$ cat config.mk
export PLATFORM = sky130hd
export DESIGN_NAME = stepshift_alu
export DESIGN_NICKNAME = d
export VERILOG_FILES = /design/src/rtl/stepshift_alu_pkg.sv /design/src/rtl/stepshift_fn_unit.sv /design/src/rtl/stepshift_step.sv /design/src/rtl/stepshift_flags.sv /design/src/rtl/stepshift_alu.sv
export SDC_FILE = /design/constraint.sdc
export NUM_CORES = 1
export LEC_CHECK = 0
export BUFFER_PORTS_ARGS = -buffer_cell sky130_fd_sc_hd__buf_2
export CAP_MARGIN = 25
export CORE_MARGIN = 2
export CORE_UTILIZATION = 54
export DETAILED_ROUTE_END_ITERATION = 7
export GPL_TIMING_DRIVEN = 0
export PLACE_DENSITY = 0.81
export SYNTH_ARGS = -nofsm -noshare
export SYNTH_HDL_FRONTEND = slang
export SYNTH_SLANG_ARGS = --single-unit
$ cat constraint.sdc
create_clock -name clk -period 1.2 [get_ports clk]
set_clock_uncertainty 0.15 [all_clocks]
set_input_delay 0.12 -clock clk [delete_from_list [all_inputs] [get_ports clk]]
set_output_delay 0.12 -clock clk [all_outputs]
set_load 0.05 [all_outputs]
$ cat src/rtl/stepshift_alu_pkg.sv
package stepshift_alu_pkg;
  typedef enum logic [2:0] {
    FN_AND  = 3'b000,
    FN_OR   = 3'b001,
    FN_ADD  = 3'b010,
    FN_SUB  = 3'b011,
    FN_PASS = 3'b100,
    FN_NOT  = 3'b101,
    FN_XOR  = 3'b110,
    FN_RSVD = 3'b111
  } fn_code_e;

  typedef enum logic [1:0] {
    SH_HOLD = 2'b00,
    SH_LEFT = 2'b01,
    SH_RGHT = 2'b10,
    SH_ROTR = 2'b11
  } sh_code_e;
endpackage

$ cat src/rtl/stepshift_fn_unit.sv
module stepshift_fn_unit
  import stepshift_alu_pkg::*;
#(
  parameter int W = 8
) (
  input  logic [W-1:0] acc_i,
  input  logic [W-1:0] opb_i,
  input  fn_code_e     fn_i,
  output logic [W-1:0] res_o,
  output logic         cout_o
);
  logic         is_sub;
  logic [W-1:0] opb_eff;
  logic [W:0]   sum;

  always_comb begin
    is_sub  = (fn_i == FN_SUB);
    opb_eff = is_sub ? ~opb_i : opb_i;
    sum     = {1'b0, acc_i} + {1'b0, opb_eff} + {{W{1'b0}}, is_sub};
  end

  always_comb begin
    res_o  = acc_i;
    cout_o = 1'b0;
    unique case (fn_i)
      FN_AND:  res_o = acc_i & opb_i;
      FN_OR:   res_o = acc_i | opb_i;
      FN_ADD,
      FN_SUB:  begin
        res_o  = sum[W-1:0];
        cout_o = sum[W];
      end
      FN_PASS: res_o = acc_i;
      FN_NOT:  res_o = ~acc_i;
      FN_XOR:  res_o = acc_i ^ opb_i;
      FN_RSVD: res_o = acc_i;
    endcase
  end
endmodule

$ cat src/rtl/stepshift_step.sv
module stepshift_step
  import stepshift_alu_pkg::*;
#(
  parameter int W = 8
) (
  input  logic [W-1:0] acc_i,
  input  sh_code_e     sh_i,
  output logic [W-1:0] res_o
);
  always_comb begin
    unique case (sh_i)
      SH_HOLD: res_o = acc_i;
      SH_LEFT: res_o = {acc_i[W-2:0], 1'b0};
      SH_RGHT: res_o = {1'b0, acc_i[W-1:1]};
      SH_ROTR: res_o = {acc_i[0], acc_i[W-1:1]};
    endcase
  end
endmodule

$ cat src/rtl/stepshift_flags.sv
module stepshift_flags #(
  parameter int W = 8
) (
  input  logic [W-1:0] acc_i,
  output logic         zero_o,
  output logic         gt_o
);
  always_comb begin
    zero_o = ~|acc_i;
    gt_o   = ~acc_i[W-1] & ~zero_o;
  end
endmodule

$ cat src/rtl/stepshift_alu.sv
module stepshift_alu
  import stepshift_alu_pkg::*;
#(
  parameter int W     = 8,
  parameter int IMM_W = 6
) (
  input  logic             clk,
  input  logic             rst_n,
  input  logic [W-1:0]     bus_acc,
  input  logic [W-1:0]     bus_opb,
  input  logic [IMM_W-1:0] imm6,
  input  logic             load_acc,
  input  logic             load_opb,
  input  logic             load_imm,
  input  logic             op_go,
  input  logic [2:0]       op_sel,
  input  logic             shift_go,
  input  logic [1:0]       shift_sel,
  input  logic             drive_en,
  output logic [W-1:0]     result,
  output logic [W-1:0]     acc_drive,
  output logic             carry_out,
  output logic             is_zero,
  output logic             is_greater
);
  localparam int EXT_W = W - IMM_W;

  logic [1:0]   rst_pipe;
  logic         rst_sync_n;
  logic [W-1:0] acc_q, acc_d;
  logic [W-1:0] opb_q, opb_d;
  logic         cy_q, cy_d;
  logic [W-1:0] fn_res, sh_res, imm_ext;
  logic         fn_cout;
  logic         take_op, take_sh;

  // Reset: asserted asynchronously, released on the clock
  always_ff @(posedge clk or negedge rst_n) begin
    if (!rst_n) rst_pipe <= 2'b00;
    else        rst_pipe <= {rst_pipe[0], 1'b1};
  end
  assign rst_sync_n = rst_pipe[1];

  stepshift_fn_unit #(.W(W)) u_fn (
    .acc_i (acc_q),
    .opb_i (opb_q),
    .fn_i  (fn_code_e'(op_sel)),
    .res_o (fn_res),
    .cout_o(fn_cout)
  );

  stepshift_step #(.W(W)) u_step (
    .acc_i(acc_q),
    .sh_i (sh_code_e'(shift_sel)),
    .res_o(sh_res)
  );

  stepshift_flags #(.W(W)) u_flags (
    .acc_i (acc_q),
    .zero_o(is_zero),
    .gt_o  (is_greater)
  );

  // Next state: load beats operation, operation beats shift
  always_comb begin
    imm_ext = {{EXT_W{imm6[IMM_W-1]}}, imm6};
    take_op = op_go & ~load_acc;
    take_sh = shift_go & ~op_go & ~load_acc;
    acc_d   = acc_q;
    cy_d    = cy_q;
    opb_d   = opb_q;
    if (load_acc) begin
      acc_d = bus_acc;
    end else if (take_op) begin
      acc_d = fn_res;
      cy_d  = fn_cout;
    end else if (take_sh) begin
      acc_d = sh_res;
    end
    if (load_imm)      opb_d = imm_ext;
    else if (load_opb) opb_d = bus_opb;
  end

  always_ff @(posedge clk or negedge rst_sync_n) begin
    if (!rst_sync_n) begin
      acc_q <= '0;
      opb_q <= '0;
      cy_q  <= 1'b0;
    end else begin
      acc_q <= acc_d;
      opb_q <= opb_d;
      cy_q  <= cy_d;
    end
  end

  assign result    = acc_q;
  assign carry_out = cy_q;
  assign acc_drive = drive_en ? acc_q : '0;

  // Checks
  assert_hold_R2: assert property (@(posedge clk) disable iff (!rst_sync_n)
    (!load_acc && !op_go && !shift_go && !load_opb && !load_imm)
      |=> ($stable(result) && $stable(carry_out) && $stable(opb_q)));

  assert_load_acc_R2: assert property (@(posedge clk) disable iff (!rst_sync_n)
    load_acc |=> (result == $past(bus_acc)));

  assert_shift_keeps_carry_R7: assert property (@(posedge clk) disable iff (!rst_sync_n)
    (shift_go && !op_go && !load_acc) |=> $stable(carry_out));

  assert_rotate_R7: assert property (@(posedge clk) disable iff (!rst_sync_n)
    (shift_go && !op_go && !load_acc && shift_sel == 2'b11)
      |=> (result == {$past(result[0]), $past(result[W-1:1])}));

  assert_flags_exclusive_R10: assert property (@(posedge clk) disable iff (!rst_sync_n)
    !(is_zero && is_greater));

  assert_zero_flag_R9: assert property (@(posedge clk) disable iff (!rst_sync_n)
    is_zero |-> (result == '0));

  assert_drive_R11: assert property (@(posedge clk) disable iff (!rst_sync_n)
    drive_en |-> (acc_drive == result));
endmodule

==> impl_metrics.csv, run 1 <==
group,metric,value,unit
clocking,insertion_delay,0.26,ns
route,drt_wl_total,7.19,mm
setup_path,worstReg2RegEnd,"result[6]",
grt,grt_overflow,0,
setup_path,r2r_cells,9,
setup_path,crit_buf_inv,1,
clocking,cts_tree,"built",
setup_path,rrSetupSlack,-1.20,ns
synth,yosysUniqueCellTypes,57,
timing,timing.hold.ws,-0.00827,ns
synth,netlist_instances,264,
hold_path,hold_path_end,"opb_q[0]",
synth,synth_edf_count,0,
synth,netlist_top_cells_area,"dfrtp_1 (22%), ha_1 (13%), mux2i_1 (7.8%)",
timing,slew_headroom,51.3,%
final_layout,num_antenna_cells,0,
pwr,power.density,1140,mW/mm^2
clocking,cts-root-buf,"clkbuf_8",
timing,fin_crit_sh,200,%
synth,ys_ff_latch,19,
floorplan,die_h,67.5,microns
hold_path,hp-start,"bus_opb[0]",
synth,yosys_warnings,0,
timing,setup_slack,-1.20,ns
setup_path,r2r_start,"opb_q[0]",
grt,grt_pass1_wl,10.3,mm
pwr,p_leak,0.00157,uW
route,routedWlPerCell,17.2,microns
floorplan,std_cell_rows,23,
timing,finalMaxSlewViolations,0,
timing,worst_slew_pin_slew,0.731,ns
grt,grt_use_total,29.9,%
route,drc,0,
floorplan,start_util,55.2,%
floorplan,num_io_pins,54,
synth,yosys-top-cells-count,"nand2_1 (24), o21ai_0 (24), ha_1 (23)",
setup_path,crit_arrival,2.39,ns
timing,setup_viol,25,
final_layout,drive_gt1_share,40.1,%
grt,grt_antenna_before_repair,0,
place,port_buffers,52,
route,viasPerCell,5.71,
place,dp_hpwl,4.38,mm
setup_path,cp-start-kind,"flop",
clocking,h-tree-depth,1,
timing,tns,-12.20,ns
clocking,cts_buffers,3,
setup_path,crit_fanout,2,
floorplan,core_area,0.00394,sq mm
floorplan,dieArea,0.00455,sq mm
pwr,irDropWorstVdd,687,uV
setup_path,slowest_stage,"dfrtp_2",
setup_path,path_class,"flop to flop",
route,via_count,2393,
final_layout,nets,429,
synth,netlist_area,0.00218,sq mm
setup_path,end_kind,"flop",
setup_path,critPathMaxStageDelay,0.36,ns
timing,fin_crit,2.40,ns
run,maxCapViolCount,0,
clocking,cts_sinks,19,
hold_path,worstHoldPathCells,3,
clocking,clkTransAtPathRegs,0.08,ns
clocking,cts_buffer_depth,2,
setup_path,cp.required,1.19,ns
hold_path,min_path_type,"input pin to flop",
synth,syn_area_per_cell,8.24,sq um
place,place_congestion,0.893,
route,firstDrtPassIters,4,
setup_path,crit_top_cell,"o211ai_1",
outcome,status,"finished, violations left",
grt,grt_max_degree,18,
synth,yosysTopAreaCell,"dfrtp_1",
timing,hold_violations,2,
timing,fmax,0.416,GHz
grt,grt_pass1_vias,2248,
synth,syn-num-nets,323,
route,drt-initial-drc-count,148,
outcome,violations,"negative hold slack, negative setup slack",
setup_path,cp_cell_sequence,"and4bb_1 -> a21o_1 -> fa_2 -> buf_4 -> a211o_1 -> o211ai_1 -> o2bb2ai_2 -> xor2_1 -> o211ai_1",
final_layout,areaGrowthSynthToFinish,52.7,%
synth,ys_seq_area_share,21.9,%
timing,rsz0062_at_grt,"yes",
floorplan,die_w,67.5,microns
synth,synth_top_area_share,21.9,%
synth,synthArstFlopShare,100,%
route,ant_nets,0,
setup_path,cpLargestDelayFamily,"compound AO/OA/AOI/OAI gates",
synth,synthFlopType,"dfrtp_1",
what timing repair did:
item	CTS	global route
resized for setup	57	26
pin swaps	17	8
buffers inserted	17	20
endpoints found under the setup margin	27	29
hold buffers	13	0
endpoints found under the hold margin	11	0
layout make-up:
cell class,count,area [sq um]
inverters,19,73.8
clock inverters,1,5.00
clock buffers,3,41.3
fillers,219,619
flip-flops and latches,19,487
repair buffers,101,845
well taps,50,62.6
plain buffers,12,93.8
multi-input cells,214,1720
sequential cells by signal, summed over array words and instances (netlist names):
register   count
opb_q          8
result         8
rst_pipe       2
carry_out      1
worst min-delay path: cells and delay by family:
family	cells	cell delay [ns]
AOI/OAI and AO/OA	1	0.13
buffers and inverters	1	0.08
muxes	1	0.05
per-layer routing:
metal	GRT usage, %	vias to the layer above	wire [microns]
met5	0	-	0
met4	9.18	0	152
met3	3.50	14	370
met2	56.4	104	3740
met1	35.0	1118	2930
li1	-	1157	-
metrics by stage:
stage	utilization (%)	power, uW	setup WS [ns]	cells	instance area [sq um]
after floorplan	-	2160	-1.17	264	2270
after global placement	65.7	2530	-1.59	366	2590
after detailed placement	65.7	2570	-1.62	366	2590
after CTS	78.4	3440	-1.18	400	3090
after global routing	84.3	4010	-1.26	419	3320
final	84.3	3800	-1.20	419	3320
cells by family after synthesis:
kind of cell / synth area share, %
AOI/OAI and AO/OA: 22.5
xor gates and xnor gates: 4.83
adders and majority gates: 14.1
buffers and inverters: 6.56
DFF: 21.9
muxes: 9.37
other: 0.172
and+or+nand+nor: 20.5
worst max-delay path by stage:
stage / from / endpoint / slack (ns) / cells past startpoint
finish: opb_q[0] / result[6] / -1.20 / 9
global route: opb_q[0] / result[4] / -1.26 / 9
CTS: opb_q[0] / result[4] / -1.18 / 8
detailed placement: op_sel[1] / result[4] / -1.62 / 11
global placement: op_sel[1] / result[4] / -1.59 / 11
floorplan: op_sel[2] / result[4] / -1.17 / 11
cell usage in the layout, fill, tap and decap left out, drive strengths merged, types with 3 or more instances in the layout:
cell type,count
buf,97
o21ai,26
nand2,24
ha,23
nor2,19
inv,19
dfrtp,19
mux2i,17
dlygate4sd3,13
a21oi,10
xnor2,9
and2,9
o211ai,6
nor2b,6
nor3,6
clkbuf,6
nand4,4
nand3,4
a211o,3
mux2,3
o221ai,3
xor2,3
a211oi,3
power breakdown:
group	total [uW]	leakage [uW]	internal [uW]	switching (uW)
Clock	477	0.0000255	232	245
Combinational	2420	0.00133	1150	1270
Sequential	898	0.000218	732	166
Total	3800	0.00157	2110	1680
Power figures use the tool's default switching activity.
==> run 2: changes to the inputs <==
Settings changed: CORE_UTILIZATION 54 to 35, PLACE_DENSITY 0.81 to unset, REMOVE_ABC_BUFFERS set to 1, SLEW_MARGIN set to 20.
==> run 2 against run 1 <==
Effect of this change:
- the run ends with negative setup slack left
- design area shrank 11%
- flip-flop and latch count unchanged
- clock power decreased by 3%
- fmax fell by 0.59%
- sequential power barely moved
- global-route usage fell by 13 points
- largest power group unchanged
- highest routed layer unchanged
==> impl_metrics.csv, run 2 (synthesized netlist as in run 1, its figures left out) <==
group,metric,value,unit
final_layout,instances_no_fill,416,
grt,grt_max_degree,27,
timing,fin_crit_sh,202,%
hold_path,hp-start,"bus_opb[0]",
pwr,p_leak,0.00140,uW
outcome,violations,"negative setup slack",
timing,finalMaxSlewViolations,0,
final_layout,fillCellCount,572,
final_layout,num_antenna_cells,0,
route,viasPerCell,5.26,
setup_path,end_kind,"flop",
timing,hold_violations,0,
final_layout,layout_common_cells,"buf_2 (37), o21ai_0 (24), nand2_1 (23), ha_1 (23), buf_4 (21)",
run,maxCapViolCount,0,
place,dp_hpwl,4.40,mm
floorplan,start_util,36.5,%
final_layout,final_util,49.4,%
place,placed_cells,380,
timing,tns,-12.07,ns
setup_path,r2r_start,"opb_q[0]",
route,firstDrtPassIters,4,
pwr,power.density,1130,mW/mm^2
final_layout,areaGrowthSynthToFinish,35.3,%
timing,rsz0062_at_grt,"yes",
clocking,insertion_delay,0.26,ns
clocking,h-tree-depth,1,
grt,grt_use_total,17.3,%
final_layout,layout_commonest_cell,"buf_2",
clocking,cts_tree,"built",
floorplan,die_w,82.8,microns
setup_path,worstReg2RegEnd,"result[4]",
setup_path,crit_fanout,2,
route,ant_nets,0,
route,drt_wl_total,6.07,mm
timing,fin_crit,2.42,ns
route,drt-initial-drc-count,156,
pwr,irDropWorstVdd,688,uV
final_layout,multi_input_area,0.00161,sq mm
setup_path,cp.required,1.20,ns
clocking,cts_sinks,19,
grt,grt_overflow,0,
timing,setup_slack,-1.22,ns
hold_path,min_path_type,"input pin to flop",
floorplan,die_h,82.8,microns
timing,slew_headroom,48.8,%
timing,worst_slew_pin_slew,0.768,ns
final_layout,drive_gt1_share,30.8,%
floorplan,dieArea,0.00686,sq mm
grt,grt_pass1_vias,1980,
clocking,cts-root-buf,"clkbuf_8",
route,via_count,2187,
grt,grt_antenna_before_repair,0,
route,routedWlPerCell,14.6,microns
hold_path,hold_path_end,"opb_q[0]",
final_layout,nets,401,
setup_path,crit_arrival,2.42,ns
place,place_congestion,0.842,
timing,timing.hold.ws,0.000317,ns
place,port_buffers,53,
hold_path,worstHoldPathCells,3,
floorplan,num_io_pins,54,
setup_path,cp-start-kind,"flop",
setup_path,rrSetupSlack,-1.22,ns
grt,grt_pass1_wl,9.99,mm
floorplan,core_area,0.00596,sq mm
clocking,clkTransAtPathRegs,0.08,ns
floorplan,std_cell_rows,28,
timing,setup_viol,25,
final_layout,ff_latch_area,482,sq um
clocking,cts_buffer_depth,2,
route,drc,0,
setup_path,r2r_cells,8,
setup_path,path_class,"flop to flop",
outcome,status,"finished, violations left",
clocking,cts_buffers,3,
timing,fmax,0.413,GHz
[run 2: changes by cell type in the layout (fill, tap and decap cells not counted), moves of 2 or more]
cell	previous run	this run
nor2_4	2	0
ha_4	2	0
dfrtp_2	9	5
ha_1	20	23
and2_4	7	4
buf_8	10	2
buf_4	27	21
clkbuf_1	3	1
dfrtp_1	10	14
and2_1	1	5
buf_6	23	12
[run 2: power by group]
part | switching, uW | internal, uW | total, uW
registers | 169 | 728 | 896
clock network | 225 | 236 | 461
logic | 1090 | 866 | 1960
[run 2: timing repair]
action                                 in CTS  in global routing
endpoints found under the hold margin      11                  0
gates resized for setup                    43                 12
setup buffers                               4                 15
pin swaps                                  10                  1
hold buffers                               13                  0
setup endpoints to repair                  27                 27
[run 2: through the flow]
| stage | worst slack, ns | total power (uW) | instance area [sq um] |
|---|---|---|---|
| 2_1_floorplan | -1.35 | 2030 | 2100 |
| 3_3_place_gp | -2.23 | 2450 | 2460 |
| 3_5_place_dp | -2.23 | 2470 | 2460 |
| 4_1_cts | -1.21 | 3130 | 2790 |
| 5_1_grt | -1.36 | 3560 | 2940 |
| 6_report | -1.22 | 3310 | 2940 |
[run 2: critical path, stage by stage (launching register included)]
cell and delay [ns]:
dfrtp_1 0.34, and4bb_1 0.20, a21o_1 0.17, fa_2 0.35
a21o_1 0.16, a211o_1 0.29, a32oi_2 0.20, o221ai_1 0.17
mux2_2 0.28
[run 2: how the worst max path moves through the flow]
stage / startpoint / cells past startpoint / endpoint
after floorplan: op_sel[1] / 9 / result[4]
after global placement: op_sel[1] / 10 / result[4]
after detailed placement: op_sel[1] / 10 / result[4]
after CTS: opb_q[0] / 8 / result[4]
after global routing: opb_q[0] / 9 / result[4]
final: opb_q[0] / 8 / result[4]
[run 2: final cells by class]
class / count / area share [%]
tap: 75 / 3.19
sequential: 19 / 16.4
timing repair buffer: 85 / 21.7
clock buffer: 4 / 1.53
inverter: 19 / 2.42
multi-input combinational: 214 / 54.8
[run 2: layer usage]
layer  part of all wire (%)  vias up  track usage [%]
li1                       -     1103                -
met1                     47     1002             24.8
met2                     46       78             28.1
met3                    6.2        4             3.28
met4                   0.38        0             1.34
met5                      0        -                0
